### config.mk
export PLATFORM = sky130hd
export DESIGN_NAME = page_walker
export DESIGN_NICKNAME = d
export VERILOG_FILES = /design/src/rtl/pgw_pkg.sv /design/src/rtl/pgw_base_reg.sv /design/src/rtl/pgw_pte_eval.sv /design/src/rtl/pgw_ctrl.sv /design/src/rtl/page_walker.sv
export SDC_FILE = /design/constraint.sdc
export NUM_CORES = 1
export LEC_CHECK = 0
export CAP_MARGIN = 15
export CORE_UTILIZATION = 40
export DETAILED_ROUTE_END_ITERATION = 10
export PLACE_DENSITY = 0.77
export SLEW_MARGIN = 20
export SYNTH_ARGS = -nofsm -noshare
export SYNTH_HDL_FRONTEND = slang
export SYNTH_SLANG_ARGS = --single-unit
### constraint.sdc
create_clock -name clk_i -period 3.9 [get_ports clk_i]
set_clock_uncertainty 0.1 [all_clocks]
set_input_delay 0.78 -clock clk_i [delete_from_list [all_inputs] [get_ports clk_i]]
set_output_delay 0.78 -clock clk_i [all_outputs]
set_load 0.02 [all_outputs]
### src/rtl/pgw_pkg.sv
package pgw_pkg;
  localparam int VA_W  = 32;
  localparam int OFF_W = 13;
  localparam int L1_W  = 10;
  localparam int DW    = 32;
  localparam int AW    = 32;

  // second-level entry flag positions
  localparam int PTE_VALID = 0;
  localparam int PTE_REF   = 1;
  localparam int PTE_DIRTY = 2;
  localparam int PTE_WR    = 3;

  typedef enum logic [1:0] {
    FLT_NONE   = 2'b00,
    FLT_ABSENT = 2'b01,
    FLT_PROT   = 2'b10
  } fault_e;
endpackage

### src/rtl/pgw_base_reg.sv
module pgw_base_reg #(
  parameter int BW = 22
) (
  input  logic          clk_i,
  input  logic          rst_ni,
  input  logic          priv_i,
  input  logic          we_i,
  input  logic [BW-1:0] data_i,
  output logic [BW-1:0] base_o
);
  logic [BW-1:0] base_q;

  always_ff @(posedge clk_i or negedge rst_ni) begin
    if (!rst_ni)              base_q <= '0;
    else if (we_i && priv_i)  base_q <= data_i;
  end

  assign base_o = base_q;


  unpriv_write_ignored_chk: assert property (@(posedge clk_i) disable iff (!rst_ni)
    (we_i && !priv_i) |=> $stable(base_o));


  priv_write_loads_chk: assert property (@(posedge clk_i) disable iff (!rst_ni)
    (we_i && priv_i) |=> (base_o == $past(data_i)));
endmodule

### src/rtl/pgw_pte_eval.sv
module pgw_pte_eval
  import pgw_pkg::*;
#(
  parameter int DW    = 32,
  parameter int OFF_W = 13
) (
  input  logic [DW-1:0]    pte_i,
  input  logic             write_i,
  input  logic [OFF_W-1:0] off_i,
  output fault_e           fault_o,
  output logic [DW-1:0]    paddr_o,
  output logic             upd_o,
  output logic [DW-1:0]    pte_upd_o
);
  logic [DW-1:0] set_mask;

  always_comb begin
    set_mask            = '0;
    set_mask[PTE_REF]   = 1'b1;
    set_mask[PTE_DIRTY] = write_i;
    pte_upd_o           = pte_i | set_mask;
    upd_o               = 1'b0;
    paddr_o             = '0;
    if (!pte_i[PTE_VALID]) begin
      fault_o = FLT_ABSENT;
    end else if (write_i && !pte_i[PTE_WR]) begin
      fault_o = FLT_PROT;
    end else begin
      fault_o = FLT_NONE;
      paddr_o = {pte_i[DW-1:OFF_W], off_i};
      upd_o   = (pte_upd_o != pte_i);
    end
  end
endmodule

### src/rtl/pgw_ctrl.sv
module pgw_ctrl
  import pgw_pkg::*;
#(
  parameter int VA_W  = 32,
  parameter int OFF_W = 13,
  parameter int L1_W  = 10,
  parameter int DW    = 32,
  parameter int AW    = 32
) (
  input  logic               clk_i,
  input  logic               rst_ni,
  input  logic [AW-L1_W-1:0] base_i,
  input  logic               req_valid_i,
  output logic               req_ready_o,
  input  logic [VA_W-1:0]    req_vaddr_i,
  input  logic               req_write_i,
  output logic               rsp_valid_o,
  input  logic               rsp_ready_i,
  output logic [DW-1:0]      rsp_paddr_o,
  output logic [1:0]         rsp_fault_o,
  output logic               busy_o,
  output logic               mem_req_o,
  output logic               mem_we_o,
  output logic [AW-1:0]      mem_addr_o,
  output logic [DW-1:0]      mem_wdata_o,
  input  logic               mem_ack_i,
  input  logic [DW-1:0]      mem_rdata_i
);
  localparam int L2_W = VA_W - OFF_W - L1_W;
  localparam int LO_W = VA_W - L1_W;

  typedef enum logic [2:0] {ST_IDLE, ST_L1, ST_L2, ST_WB, ST_RSP} st_e;

  st_e            st_q;
  logic [LO_W-1:0] va_q;
  logic           wr_q;
  logic [AW-1:0]  addr_q;
  logic [DW-1:0]  wb_q;
  logic [DW-1:0]  pa_q;
  fault_e         flt_q;

  fault_e         ev_fault;
  logic [DW-1:0]  ev_paddr;
  logic           ev_upd;
  logic [DW-1:0]  ev_pte;

  pgw_pte_eval #(.DW(DW), .OFF_W(OFF_W)) u_eval (
    .pte_i     (mem_rdata_i),
    .write_i   (wr_q),
    .off_i     (va_q[OFF_W-1:0]),
    .fault_o   (ev_fault),
    .paddr_o   (ev_paddr),
    .upd_o     (ev_upd),
    .pte_upd_o (ev_pte)
  );

  logic done;
  assign done = mem_req_o && mem_ack_i;

  always_ff @(posedge clk_i or negedge rst_ni) begin
    if (!rst_ni) begin
      st_q   <= ST_IDLE;
      va_q   <= '0;
      wr_q   <= 1'b0;
      addr_q <= '0;
      wb_q   <= '0;
      pa_q   <= '0;
      flt_q  <= FLT_NONE;
    end else begin
      case (st_q)
        ST_IDLE: if (req_valid_i) begin
          va_q   <= req_vaddr_i[LO_W-1:0];
          wr_q   <= req_write_i;
          addr_q <= {base_i, req_vaddr_i[VA_W-1 -: L1_W]};
          st_q   <= ST_L1;
        end
        ST_L1: if (done) begin
          if (!mem_rdata_i[PTE_VALID]) begin
            flt_q <= FLT_ABSENT;
            pa_q  <= '0;
            st_q  <= ST_RSP;
          end else begin
            addr_q <= {mem_rdata_i[AW-1:L2_W], va_q[OFF_W +: L2_W]};
            st_q   <= ST_L2;
          end
        end
        ST_L2: if (done) begin
          flt_q <= ev_fault;
          pa_q  <= ev_paddr;
          wb_q  <= ev_pte;
          st_q  <= ev_upd ? ST_WB : ST_RSP;
        end
        ST_WB:  if (done) st_q <= ST_RSP;
        ST_RSP: if (rsp_ready_i) st_q <= ST_IDLE;
        default: st_q <= ST_IDLE;
      endcase
    end
  end

  assign req_ready_o = (st_q == ST_IDLE);
  assign busy_o      = (st_q != ST_IDLE);
  assign rsp_valid_o = (st_q == ST_RSP);
  assign rsp_paddr_o = pa_q;
  assign rsp_fault_o = flt_q;
  assign mem_req_o   = (st_q == ST_L1) || (st_q == ST_L2) || (st_q == ST_WB);
  assign mem_we_o    = (st_q == ST_WB);
  assign mem_addr_o  = addr_q;
  assign mem_wdata_o = wb_q;


  mem_hold_chk: assert property (@(posedge clk_i) disable iff (!rst_ni)
    (mem_req_o && !mem_ack_i) |=> (mem_req_o && $stable(mem_addr_o) && $stable(mem_we_o)
                                   && $stable(mem_wdata_o)));


  rsp_hold_chk: assert property (@(posedge clk_i) disable iff (!rst_ni)
    (rsp_valid_o && !rsp_ready_i) |=> (rsp_valid_o && $stable(rsp_paddr_o) && $stable(rsp_fault_o)));


  busy_after_accept_chk: assert property (@(posedge clk_i) disable iff (!rst_ni)
    (req_valid_i && req_ready_o) |=> (busy_o && !req_ready_o));


  l1_miss_stops_chk: assert property (@(posedge clk_i) disable iff (!rst_ni)
    (st_q == ST_L1 && mem_ack_i && !mem_rdata_i[PTE_VALID]) |=> (!mem_req_o && rsp_valid_o
                                                                 && rsp_fault_o == FLT_ABSENT));


  fault_zero_pa_chk: assert property (@(posedge clk_i) disable iff (!rst_ni)
    (rsp_valid_o && rsp_fault_o != FLT_NONE) |-> (rsp_paddr_o == '0));


  offset_pass_chk: assert property (@(posedge clk_i) disable iff (!rst_ni)
    (rsp_valid_o && rsp_fault_o == FLT_NONE) |-> (rsp_paddr_o[OFF_W-1:0] == va_q[OFF_W-1:0]));


  wb_ref_set_chk: assert property (@(posedge clk_i) disable iff (!rst_ni)
    (mem_req_o && mem_we_o) |-> (mem_wdata_o[PTE_REF] && mem_wdata_o[PTE_VALID]
                                 && (mem_wdata_o[PTE_DIRTY] || !wr_q)));
endmodule

### src/rtl/page_walker.sv
module page_walker
  import pgw_pkg::*;
#(
  parameter int VA_W  = pgw_pkg::VA_W,
  parameter int OFF_W = pgw_pkg::OFF_W,
  parameter int L1_W  = pgw_pkg::L1_W,
  parameter int DW    = pgw_pkg::DW,
  parameter int AW    = pgw_pkg::AW,
  localparam int BW   = AW - L1_W
) (
  input  logic            clk_i,
  input  logic            rst_ni,
  input  logic            priv_i,
  input  logic            base_we_i,
  input  logic [BW-1:0]   base_wdata_i,
  input  logic            req_valid_i,
  output logic            req_ready_o,
  input  logic [VA_W-1:0] req_vaddr_i,
  input  logic            req_write_i,
  output logic            rsp_valid_o,
  input  logic            rsp_ready_i,
  output logic [DW-1:0]   rsp_paddr_o,
  output logic [1:0]      rsp_fault_o,
  output logic            busy_o,
  output logic            mem_req_o,
  output logic            mem_we_o,
  output logic [AW-1:0]   mem_addr_o,
  output logic [DW-1:0]   mem_wdata_o,
  input  logic            mem_ack_i,
  input  logic [DW-1:0]   mem_rdata_i
);
  logic [BW-1:0] base;

  pgw_base_reg #(.BW(BW)) u_base (
    .clk_i  (clk_i),
    .rst_ni (rst_ni),
    .priv_i (priv_i),
    .we_i   (base_we_i),
    .data_i (base_wdata_i),
    .base_o (base)
  );

  pgw_ctrl #(.VA_W(VA_W), .OFF_W(OFF_W), .L1_W(L1_W), .DW(DW), .AW(AW)) u_ctrl (
    .clk_i       (clk_i),
    .rst_ni      (rst_ni),
    .base_i      (base),
    .req_valid_i (req_valid_i),
    .req_ready_o (req_ready_o),
    .req_vaddr_i (req_vaddr_i),
    .req_write_i (req_write_i),
    .rsp_valid_o (rsp_valid_o),
    .rsp_ready_i (rsp_ready_i),
    .rsp_paddr_o (rsp_paddr_o),
    .rsp_fault_o (rsp_fault_o),
    .busy_o      (busy_o),
    .mem_req_o   (mem_req_o),
    .mem_we_o    (mem_we_o),
    .mem_addr_o  (mem_addr_o),
    .mem_wdata_o (mem_wdata_o),
    .mem_ack_i   (mem_ack_i),
    .mem_rdata_i (mem_rdata_i)
  );
endmodule

### Word-level counts from Yosys, hierarchy flattened

Index checks and enable logic that the tools add are counted.

* muxes and demuxes: 26
* equality and inequality tests: 12
* bitwise operators: 1
* reductions and logical operators: 15

Operators with widths (number)
* $mux 32: 8
* $pmux 32 s2: 2
* $ne 32x32->1: 1
* $or 32x3->32: 1
* $mux 3: 7
* $pmux 3 s5: 1
* $mux 2: 5
* $ne 2x1->1 const B: 4
* $reduce_and 4->1: 2
* $eq 3x2->1 const B: 2
* $ne 2x2->1 const B: 3
* $reduce_and 5->1: 1
* $pmux 2 s2: 1
* $reduce_and 2->1: 2
* $reduce_bool 2->1: 2
* $eq 3x1->1 const B: 1
* $eq 3x3->1 const B: 1
* $logic_and 1x1->1: 3
* $logic_not 3->1: 1
* $reduce_bool 3->1: 1
* $logic_or 1x1->1: 2
* $mux 1: 2
* $logic_not 1->1: 1

* logic and storage cells: 62
* register bits: 146
* output and inout port bits: 103

### Logic depth before layout (Yosys ltp)

Gate-level depths: netlist of run 1.

* word-level depth: 7
* depth in mapped cells: 6
* depth with buffers taken out: 3

### Cells and area by module

From an unflattened synthesis of run 1, not the netlist that was laid out.

* cells, all modules: 456
* area, all modules: 6830.3 um^2

Modules (own cells, without submodules)
* pgw_ctrl: area an instance 5171.2 um^2, seq. area each 3103.0 um^2, times used 1, cells each 332
* pgw_base_reg: area an instance 902.1 um^2, seq. area each 550.5 um^2, times used 1, cells each 47
* pgw_pte_eval: area an instance 757.0 um^2, seq. area each 0.0 um^2, times used 1, cells each 77

### Worst setup path after synthesis of run 1

No wires, ideal clock.

* path kind: input to register
* start: in mem_rdata_i[0]
* end: reg u_ctrl.addr_q[1], in the netlist u_ctrl.mem_addr_o[1]
* setup slack: 1.789 ns
* stages on the path: 5
* arrival: 1.886 ns
* cells stage by stage: buf_2 nand3_1 a211oi_2 buf_4 mux2_2

* longest elaborated chain between the ends: 2

RTL lines
* start: declaration: RTL line page_walker.sv:30 `input logic [DW-1:0] mem_rdata_i`
* $ne 2x2->1 (no line)
* $reduce_and 4->1 (no line)
* end signal: assignment: RTL line pgw_ctrl.sv:74 `addr_q <= {base_i, req_vaddr_i[VA_W-1 -: L1_W]};`
* end signal: assignment: RTL line pgw_ctrl.sv:83 `addr_q <= {mem_rdata_i[AW-1:L2_W], va_q[OFF_W +: L2_W]};`
* end: declaration: RTL line pgw_ctrl.sv:37 `logic [AW-1:0] addr_q;`

No other way between the ends.
A chain may end at the register's enable or synchronous reset.

### Worst setup path in the final report of run 1

* start: reg u_ctrl.st_q[2]
* end: out rsp_valid_o

* longest elaborated chain between the ends: 1

RTL lines
* start: declaration: RTL line pgw_ctrl.sv:34 `st_e st_q;`
* start signal: assignment: RTL line pgw_ctrl.sv:91 `st_q <= ev_upd ? ST_WB : ST_RSP;`
* $eq 3x3->1: RTL line pgw_ctrl.sv:102 `assign rsp_valid_o = (st_q == ST_RSP);`
* end: declaration: RTL line page_walker.sv:20 `output logic rsp_valid_o,`

No other way between the ends.

==> metrics.log, run 1 <==
[metrics] insertion delay of the later-clocked pin in the worst-skew pair: around 410 ps
[metrics] number of CTS-inserted buffers: 17
[metrics] global placer's final weighted congestion: approximately 0.8
[metrics] share of layout cells above drive strength 1: 0.284
[metrics] Fmax achieved: 355 MHz
[metrics] maximum capacitance violations: 0
[metrics] root buf cell: clkbuf_16
[metrics] depth of the CTS H-tree: 4
[metrics] final routed DRC violation total: 0
[metrics] core region area: 0.0145 mm^2
[metrics] path type of the worst min-delay path: primary input to async pin
[metrics] Worst Path Max Fanout: 11
[metrics] Placement Rows: 44
[metrics] Resized Gates After CTS: 0
[metrics] DIE AREA: between 0.015 and 0.02 mm^2
[metrics] cell count after synthesis: between 300 and 400
[metrics] Filler cells: ~1100
[metrics] number of violations reported at the end of detailed-routing iteration 0: 137
[metrics] list of cells traversed by the critical path: and2_1 > clkdlybuf4s50_1
[metrics] transition at the pin with the smallest max-transition slack: just over 1000 ps
[metrics] #FFs+latches synth: 146
[metrics] CTS sink cnt: ~150
[metrics] Ports: approximately 200
[metrics] result of the run: finished clean
[metrics] largest delay contributor family on the critical path: flip-flops
[metrics] die height: 124 um
[metrics] number of flops mapped to enable cells by yosys: 0
[metrics] power density over the cells: approximately 900 mW/mm^2
[metrics] combinational family with the most area after synthesis: multiplexers
[metrics] peak ir drop on the vdd network: between 0.0004 and 0.0005 V
[metrics] multiplexer area fraction after synthesis: 0.262
[metrics] slowest cell on the critical path: dfrtp_1
[metrics] worst stage delay on the critical path: around 670 ps
[metrics] Post CTS Setup Buffer Count: 0
[metrics] Max transition margin: 0.309
[metrics] clock tree from TritonCTS: yes
[metrics] worst reg-to-reg path cell count: 5
[metrics] vias after detailed routing: between 3000 and 4000
[metrics] biggest area contributors in the synthesized netlist: dfrtp_1, mux2_2, a22o_1, mux2_1, buf_2
[metrics] Sum Neg Setup Slack: 0 ps
[metrics] layout overhead on the synthesized area: 47.5%
[metrics] distinct cell type count after synthesis: 35
[metrics] Post-Place Setup Slack: ~960 ps
[metrics] portion of synthesized cell area occupied by the leading cell type: 0.617
[metrics] Overall Global Routing Usage: 0.190
[metrics] average routed wire per standard cell: between 15 and 20 um
[metrics] Yosys top cell by area: dfrtp_1
[metrics] final net count: 678
[metrics] leading cell types by count after synthesis: dfrtp_1, mux2_2, a22o_1
[metrics] Buffers on Ports: just under 200
[metrics] final WL: approximately 14000 um
[metrics] global-route wire length before repair: about 22000 um
[metrics] die width: 124 um
[metrics] # hold bufs at CTS: 0
[metrics] Primary FF master, synth: dfrtp_1
[metrics] maximum clock path buffer count: 2
[metrics] total gr overflow: 0
[metrics] number of buffer and inverter stages on the critical path: 1
[metrics] initial core utilization: 0.409
[metrics] number of antenna violations at the first check in global routing: 0
[metrics] Final Hold Vio Count: 0
[metrics] via count of the first global-routing pass: around 4100
[metrics] CP Launch Type: register
[metrics] post-detailed-placement half-perimeter wirelength: 9620 um
[metrics] critical path data required time: slightly above 3000 ps
[metrics] setup slack on the worst flop-to-flop path: ~1600 ps
[metrics] clock-pin transition on the worst setup and hold timing paths: around 60 ps
[metrics] Worst setup EP type: primary output
[metrics] compound-gate portion of the synthesized area: 0.0648
[metrics] total number of yosys warnings: 0
[metrics] post-synthesis adder-cell area fraction: 0
[metrics] part of the cycle the worst path needs: 0.722
[metrics] sequential area share after synthesis: 0.617
[metrics] First-pass DRT Iterations: 4
[metrics] Final Slew Violations: 0
[metrics] count of inserted antenna diode cells: 0
[metrics] syn nets: 482
[metrics] overall power of the completed layout: about 7.8 mW
[metrics] Mapped Avg Cell Area: between 15 and 20 um^2
[metrics] fin worst setup slack: 1090 ps
[metrics] Worst R2R Start: u_ctrl.st_q[1]
[metrics] pin count of the biggest net entering global routing: 89
[metrics] xor and xnor fraction of the mapped netlist area: 0
[metrics] endpoint of the lowest-slack register-to-register path: u_ctrl.rsp_paddr_o[14]
[metrics] critical path start-end classification: register to primary output
[metrics] most used standard cell by instance count after synthesis: dfrtp_1
[metrics] fin crit period: roughly 2800 ps
[metrics] final count of negative-setup-slack endpoints: 0
[metrics] setup repair after global routing missed its margin: no
[metrics] share of synthesized cell area in and, or, nand and nor gates: 0.0277
[metrics] leakage power: about 3.7 nW
[metrics] FFs w/ async S/R, synth: 1.00
[metrics] antenna viol nets, final: 0
[metrics] combined area of all synthesized cells: ~0.006 mm^2
[metrics] data arrival time of the critical path: a little under 2000 ps
[metrics] via-per-instance ratio: about 5.0
-- per-stage QoR --
| step | area, um^2 | hold WS, ps | std cells | utilization |
|---|---|---|---|---|
| final | 8740 | 317 | 780 | 0.604 |
| after global routing | 8740 | 387 | 780 | 0.604 |
| after global placement | 8070 | 357 | 749 | 0.557 |
| after detailed placement | 8070 | 377 | 749 | 0.557 |
| after floorplan | 5920 | 362 | 388 | - |
| after CTS | 8740 | 358 | 780 | 0.604 |
-- cell type report --
cell class	instances	area [um^2]	area share
Tap cell	184	230	0.0263
Multi-Input combinational cell	210	2140	0.244
Timing Repair Buffer	203	2030	0.232
Clock buffer	23	498	0.0570
Sequential cell	146	3650	0.418
Clock inverter	8	173	0.0198
Inverter	6	22.5	0.00258
-- logic make-up after synthesis --
kind of cell           count (synthesis)
buffers and inverters                 32
AO/OA/AOI/OAI                         46
flip-flops                           146
multiplexers                         138
AND/OR/NAND/NOR                       26
-- where the power goes --
part / internal [mW] / switching (mW)
logic: 1.83 / 1.51
clock network: 1.22 / 0.605
registers: 2.18 / 0.416
-- per-layer routing --
metal,track usage,share of wire,vias to the layer above
li1,-,-,1805
met1,0.233,0.42,1959
met2,0.313,0.50,129
met3,0.0554,0.065,14
met4,0.0776,0.013,0
met5,0,0,-
-- flip-flops by register name, summed over array words and instances, names as in the netlist --
name / cells
u_base.base_o: 22
u_ctrl.mem_wdata_o: 32
u_ctrl.va_q: 22
u_ctrl.mem_addr_o: 32
u_ctrl.rsp_fault_o: 2
u_ctrl.rsp_paddr_o: 32
u_ctrl.st_q: 3
u_ctrl.wr_q: 1
-- cells in the final DEF, fill, tap and decap left out, drive strengths merged, types with 2 or more instances in the layout --
| cell | count |
|---|---|
| clkdlybuf4s50 | 195 |
| dfrtp | 146 |
| mux2 | 138 |
| a22o | 32 |
| clkbuf | 23 |
| buf | 8 |
| inv | 6 |
| nor2 | 5 |
| bufinv | 5 |
| nand2 | 3 |
| and2 | 3 |
| a21oi | 3 |
| nor2b | 3 |
| nand2b | 3 |
| clkinvlp | 3 |
| o2111ai | 2 |
| o21ai | 2 |
| nor3b | 2 |
-- worst max-delay path by stage --
stage              startpoint                     end  slack (ps)  cells after the start
4_1_cts        u_ctrl.st_q[2]             rsp_valid_o        1070                      2
2_1_floorplan  mem_rdata_i[0]    u_ctrl.mem_addr_o[1]        1790                      5
5_1_grt        u_ctrl.st_q[0]             rsp_valid_o         990                      3
6_report       u_ctrl.st_q[2]             rsp_valid_o        1090                      2
3_3_place_gp        mem_ack_i  u_ctrl.rsp_paddr_o[13]        1050                      6
3_5_place_dp        mem_ack_i   u_ctrl.rsp_paddr_o[8]         960                      6
Note: power is estimated with default switching activity, not from simulation.
==> run 2, diff against run 1 <==
==> constraint.sdc (replaced) <==
create_clock -name clk_i -period 2.8 [get_ports clk_i]
set_clock_uncertainty 0.1 [all_clocks]
set_input_delay 0.56 -clock clk_i [delete_from_list [all_inputs] [get_ports clk_i]]
set_output_delay 0.56 -clock clk_i [all_outputs]
set_load 0.02 [all_outputs]
==> metrics.log, run 2 (same netlist as run 1, synthesis figures left out) <==
[metrics] sequential cell area in the final layout: about 0.0037 mm^2
[metrics] critical path start-end classification: register to primary output
[metrics] via-per-instance ratio: 5.03
[metrics] share of total power in sequential cells: 0.336
[metrics] fin crit period: around 2600 ps
[metrics] path type of the worst min-delay path: register to register
[metrics] final count of negative-setup-slack endpoints: 0
[metrics] relative contribution of the clock network to total power: 0.227
[metrics] maximum clock path buffer count: 2
[metrics] root buf cell: clkbuf_16
[metrics] data arrival time of the critical path: approximately 1900 ps
[metrics] layout overhead on the synthesized area: 48.2%
[metrics] Final Hold Vio Count: 0
[metrics] Placement Rows: between 40 and 50
[metrics] final net count: between 600 and 700
[metrics] post-detailed-placement half-perimeter wirelength: 10100 um
[metrics] internal power: roughly 7.2 mW
[metrics] Fmax achieved: 387 MHz
[metrics] switching power: 3.56 mW
[metrics] core region area: approximately 0.014 mm^2
[metrics] clock-pin transition on the worst setup and hold timing paths: 60 ps
[metrics] power density over the cells: about 1200 mW/mm^2
[metrics] Buffers on Ports: 196
[metrics] Post CTS Setup Buffer Count: 0
[metrics] result of the run: finished clean
[metrics] final core utilization: 0.606
[metrics] Overall Global Routing Usage: 0.194
[metrics] average routed wire per standard cell: ~18 um
[metrics] die width: 124 um
[metrics] final WL: 14200 um
[metrics] Filler cells: about 1100
[metrics] maximum capacitance violations: 0
[metrics] final routed DRC violation total: 0
[metrics] global-route wire length before repair: 22000 um
[metrics] number of antenna violations at the first check in global routing: 0
[metrics] First-pass DRT Iterations: 4
[metrics] peak ir drop on the vdd network: roughly 0.00064 V
[metrics] count of inserted antenna diode cells: 0
[metrics] CP Launch Type: register
[metrics] number of violations reported at the end of detailed-routing iteration 0: 117
[metrics] share of total power consumed by net switching: 0.331
[metrics] vias after detailed routing: ~4000
[metrics] Final Slew Violations: 0
[metrics] setup repair after global routing missed its margin: no
[metrics] insertion delay of the later-clocked pin in the worst-skew pair: about 420 ps
[metrics] most frequent cells in the layout: clkdlybuf4s50_1, dfrtp_1, mux2_2
[metrics] Ports: just under 200
[metrics] Worst setup EP type: primary output
[metrics] # hold bufs at CTS: 1
[metrics] Sum Neg Setup Slack: 0 ps
[metrics] initial core utilization: 0.409
[metrics] Resized Gates After CTS: 0
[metrics] depth of the CTS H-tree: 4
[metrics] pin count of the biggest net entering global routing: 50
[metrics] total area of multi-input combinational cells: ~0.0021 mm^2
[metrics] Max transition margin: 0.347
[metrics] part of the cycle the worst path needs: 0.923
[metrics] critical path data required time: between 2000 and 2500 ps
[metrics] total gr overflow: 0
[metrics] die height: approximately 120 um
[metrics] via count of the first global-routing pass: 4141
[metrics] CTS sink cnt: roughly 150
[metrics] global placer's final weighted congestion: 0.817
[metrics] leakage power: about 3.7 nW
[metrics] combinational share of power: 0.437
[metrics] share of layout cells above drive strength 1: 0.291
[metrics] transition at the pin with the smallest max-transition slack: between 900 and 1000 ps
[metrics] antenna viol nets, final: 0
[metrics] DIE AREA: between 0.015 and 0.02 mm^2
[metrics] Worst Path Max Fanout: 11
[metrics] commonest non-fill, non-tap cell in the layout: clkdlybuf4s50_1
[metrics] number of CTS-inserted buffers: 17
[metrics] clock tree from TritonCTS: yes
[run 2: cell count changes in the layout (fill, tap and decap cells not counted), sizes merged]
cell         change
buf              +6
dlygate4sd3      +1
clkbuf           -5
clkinv           +4
inv              +2
[run 2: worst paths after layout]
path	from	to	slack (ps)	depth (start not counted)
min in group asynchronous	rst_ni	u_ctrl.rsp_paddr_o[8]	550	2
worst min register to register	u_ctrl.mem_wdata_o[1]	u_ctrl.mem_wdata_o[1]	380	1
worst min-delay path	u_ctrl.mem_wdata_o[1]	u_ctrl.mem_wdata_o[1]	380	1
worst max register to register	u_ctrl.st_q[0]	u_ctrl.mem_addr_o[10]	710	4
worst max-delay path	u_ctrl.st_q[1]	rsp_valid_o	210	3
max in group asynchronous	rst_ni	u_ctrl.va_q[16]	1280	3
[run 2: power by group through the flow]
| stage | Combinational, mW | Sequential [mW] | Clock, mW |
|---|---|---|---|
| floorplan | 1.92 | 4.31 | 0 |
| global placement | 4.65 | 3.59 | 0 |
| detailed placement | 4.75 | 3.64 | 0 |
| CTS | 4.77 | 3.62 | 2.50 |
| global route | 5.00 | 3.73 | 2.57 |
| finish | 4.71 | 3.61 | 2.45 |
[run 2: final cells by class]
type | instances | area share
inverters | 6 | 0.00257
clock inverters | 14 | 0.0239
repair buffers | 210 | 0.239
flip-flops and latches | 146 | 0.416
multi-input cells | 210 | 0.243
clock buffers | 18 | 0.0489
well taps | 184 | 0.0262
[run 2: stage by stage]
stage | cell area, um^2 | total power [mW] | hold WS, ps | cells | worst slack [ps]
2_1_floorplan | 5920 | 6.23 | 164 | 388 | 836
6_report | 8780 | 10.8 | 384 | 788 | 215
3_3_place_gp | 8130 | 8.24 | 356 | 755 | 291
3_5_place_dp | 8130 | 8.39 | 376 | 755 | 195
5_1_grt | 8780 | 11.3 | 392 | 788 | 88.6
4_1_cts | 8780 | 10.9 | 387 | 788 | 170
[run 2: worst max-delay path, stage by stage (launching register included)]
cell	delay (ps)
dfrtp_1	540
nor2_1	190
and2_1	170
clkdlybuf4s50_1	610
[run 2: layer usage]
| layer | global-route usage | routed length, um |
|---|---|---|
| met5 | 0 | 0 |
| met4 | 0.0798 | 248 |
| met3 | 0.0549 | 889 |
| met2 | 0.315 | 6990 |
| met1 | 0.242 | 6120 |
==> run 3, diff against run 2 <==
--- a/config.mk
+++ b/config.mk
@@ -6,9 +6,9 @@
 export NUM_CORES = 1
 export LEC_CHECK = 0
 export CAP_MARGIN = 15
-export CORE_UTILIZATION = 40
+export CORE_UTILIZATION = 45
 export DETAILED_ROUTE_END_ITERATION = 10
-export PLACE_DENSITY = 0.77
+export PLACE_DENSITY = 0.85
 export SLEW_MARGIN = 20
 export SYNTH_ARGS = -nofsm -noshare
 export SYNTH_HDL_FRONTEND = slang
==> metrics.log, run 3 (same netlist as run 1, synthesis figures left out) <==
[metrics] count of inserted antenna diode cells: 0
[metrics] leakage power: 3.68 nW
[metrics] fin crit period: ~2700 ps
[metrics] Resized Gates After CTS: 0
[metrics] post-detailed-placement half-perimeter wirelength: about 10000 um
[metrics] slowest cell on the critical path: clkdlybuf4s50_1
[metrics] final core utilization: 0.685
[metrics] maximum capacitance violations: 0
[metrics] critical path data required time: roughly 2100 ps
[metrics] vias after detailed routing: around 4000
[metrics] path type of the worst min-delay path: register to register
[metrics] worst-case hold path end point: u_ctrl.rsp_paddr_o[8]
[metrics] worst stage delay on the critical path: between 600 and 700 ps
[metrics] antenna viol nets, final: 0
[metrics] number of buffer and inverter stages on the critical path: 1
[metrics] Max transition margin: 0.639
[metrics] Placement Rows: between 40 and 50
[metrics] peak ir drop on the vdd network: between 0.0006 and 0.0007 V
[metrics] Post CTS Setup Buffer Count: 0
[metrics] worst reg-to-reg path cell count: 4
[metrics] result of the run: finished clean
[metrics] final routed DRC violation total: 0
[metrics] list of cells traversed by the critical path: nor3_2 > clkdlybuf4s50_1
[metrics] Ports: about 200
[metrics] maximum clock path buffer count: 2
[metrics] via count of the first global-routing pass: 4276
[metrics] Final Hold Vio Count: 0
[metrics] Worst setup EP type: primary output
[metrics] root buf cell: clkbuf_16
[metrics] die height: between 100 and 150 um
[metrics] Fmax achieved: about 380 MHz
[metrics] share of layout cells above drive strength 1: 0.289
[metrics] global placer's final weighted congestion: approximately 0.80
[metrics] core region area: about 0.013 mm^2
[metrics] clock-pin transition on the worst setup and hold timing paths: roughly 60 ps
[metrics] insertion delay of the later-clocked pin in the worst-skew pair: around 420 ps
[metrics] largest delay contributor family on the critical path: buffers and inverters
[metrics] part of the cycle the worst path needs: 0.950
[metrics] initial core utilization: 0.466
[metrics] cell count of the worst hold path: 1
[metrics] data arrival time of the critical path: 2000 ps
[metrics] depth of the CTS H-tree: 4
[metrics] total gr overflow: 0
[metrics] Worst Path Max Fanout: 11
[metrics] global-route wire length before repair: 22600 um
[metrics] First-pass DRT Iterations: 4
[metrics] layout overhead on the synthesized area: 47.1%
[metrics] number of antenna violations at the first check in global routing: 0
[metrics] critical path start-end classification: register to primary output
[metrics] startpoint of the most critical hold path: u_ctrl.va_q[8]
[metrics] final count of negative-setup-slack endpoints: 0
[metrics] Overall Global Routing Usage: 0.224
[metrics] setup slack on the worst flop-to-flop path: approximately 600 ps
[metrics] pin count of the biggest net entering global routing: between 50 and 60
[metrics] setup repair after global routing missed its margin: no
[metrics] number of violations reported at the end of detailed-routing iteration 0: between 200 and 250
[metrics] CTS sink cnt: between 100 and 150
[metrics] final WL: roughly 15000 um
[metrics] commonest non-fill, non-tap cell in the layout: clkdlybuf4s50_1
[metrics] Final Slew Violations: 0
[metrics] Worst R2R Start: u_ctrl.st_q[0]
[metrics] clock tree from TritonCTS: yes
[metrics] transition at the pin with the smallest max-transition slack: about 540 ps
[metrics] endpoint of the lowest-slack register-to-register path: u_ctrl.mem_addr_o[7]
[metrics] via-per-instance ratio: approximately 5.2
[metrics] total instance count after detailed placement: 745
[metrics] Buffers on Ports: ~200
[metrics] Non-Filler Instances: 778
[metrics] average routed wire per standard cell: about 19 um
[metrics] Sum Neg Setup Slack: 0 ps
[metrics] overall power of the completed layout: 10.6 mW
[metrics] power density over the cells: between 1000 and 1500 mW/mm^2
[metrics] number of CTS-inserted buffers: 17
[metrics] DIE AREA: approximately 0.014 mm^2
[metrics] final net count: between 600 and 700
[metrics] most frequent cells in the layout: clkdlybuf4s50_1, dfrtp_1, mux2_2
[metrics] die width: around 120 um
[metrics] CP Launch Type: register
run 3: worst max-delay path by stage:
stage	slack [ps]	cells after the start	start	to
2_1_floorplan	840	6	u_ctrl.st_q[2]	u_ctrl.va_q[10]
3_3_place_gp	250	5	mem_rdata_i[0]	u_ctrl.mem_addr_o[14]
3_5_place_dp	220	5	mem_rdata_i[0]	u_ctrl.mem_addr_o[16]
4_1_cts	130	2	u_ctrl.st_q[2]	req_ready_o
5_1_grt	40	2	u_ctrl.st_q[2]	req_ready_o
6_report	140	2	u_ctrl.st_q[2]	req_ready_o
run 3: timing repair:
action,CTS,global route
endpoints found under the setup margin,0,0
hold buffers,1,0
endpoints found under the hold margin,41,0
run 3: per-stage QoR:
| stage | cell area, um^2 | worst slack [ps] | hold slack, ps |
|---|---|---|---|
| after CTS | 8720 | 126 | 382 |
| after global routing | 8720 | 41.0 | 410 |
| after global placement | 8110 | 249 | 353 |
| after detailed placement | 8110 | 223 | 375 |
| final | 8720 | 140 | 383 |
| after floorplan | 5920 | 836 | 164 |
run 3: area by class of cell:
class	count	area [um^2]
Clock buffer	23	468
Fill cell	924	4010
Tap cell	172	215
Inverter	6	22.5
Sequential cell	146	3650
Multi-Input combinational cell	210	2130
Timing Repair Buffer	212	2100
Clock inverter	9	130
run 3: layer usage:
| layer | vias to the layer above | share of wire | GRT usage | routed length (um) |
|---|---|---|---|---|
| met5 | - | 0 | 0 | 0 |
| met4 | 0 | 0.018 | 0.0802 | 257 |
| met3 | 17 | 0.071 | 0.0727 | 1040 |
| met2 | 134 | 0.50 | 0.383 | 7370 |
| met1 | 2042 | 0.41 | 0.266 | 5980 |
| li1 | 1821 | - | - | - |
run 3: power by group:
part           switching (mW)  internal (mW)
clock                   0.831           1.45
combinational            2.16           2.57
sequential              0.570           3.04
total                    3.56           7.06
run 3: worst reg2reg max path: cells and delay by family, from the launching register on:
| kind | cells | cell delay (ps) |
|---|---|---|
| multiplexers | 2 | 690 |
| flip-flops | 1 | 610 |
| AND/OR/NAND/NOR | 1 | 250 |
| buffers and inverters | 1 | 440 |
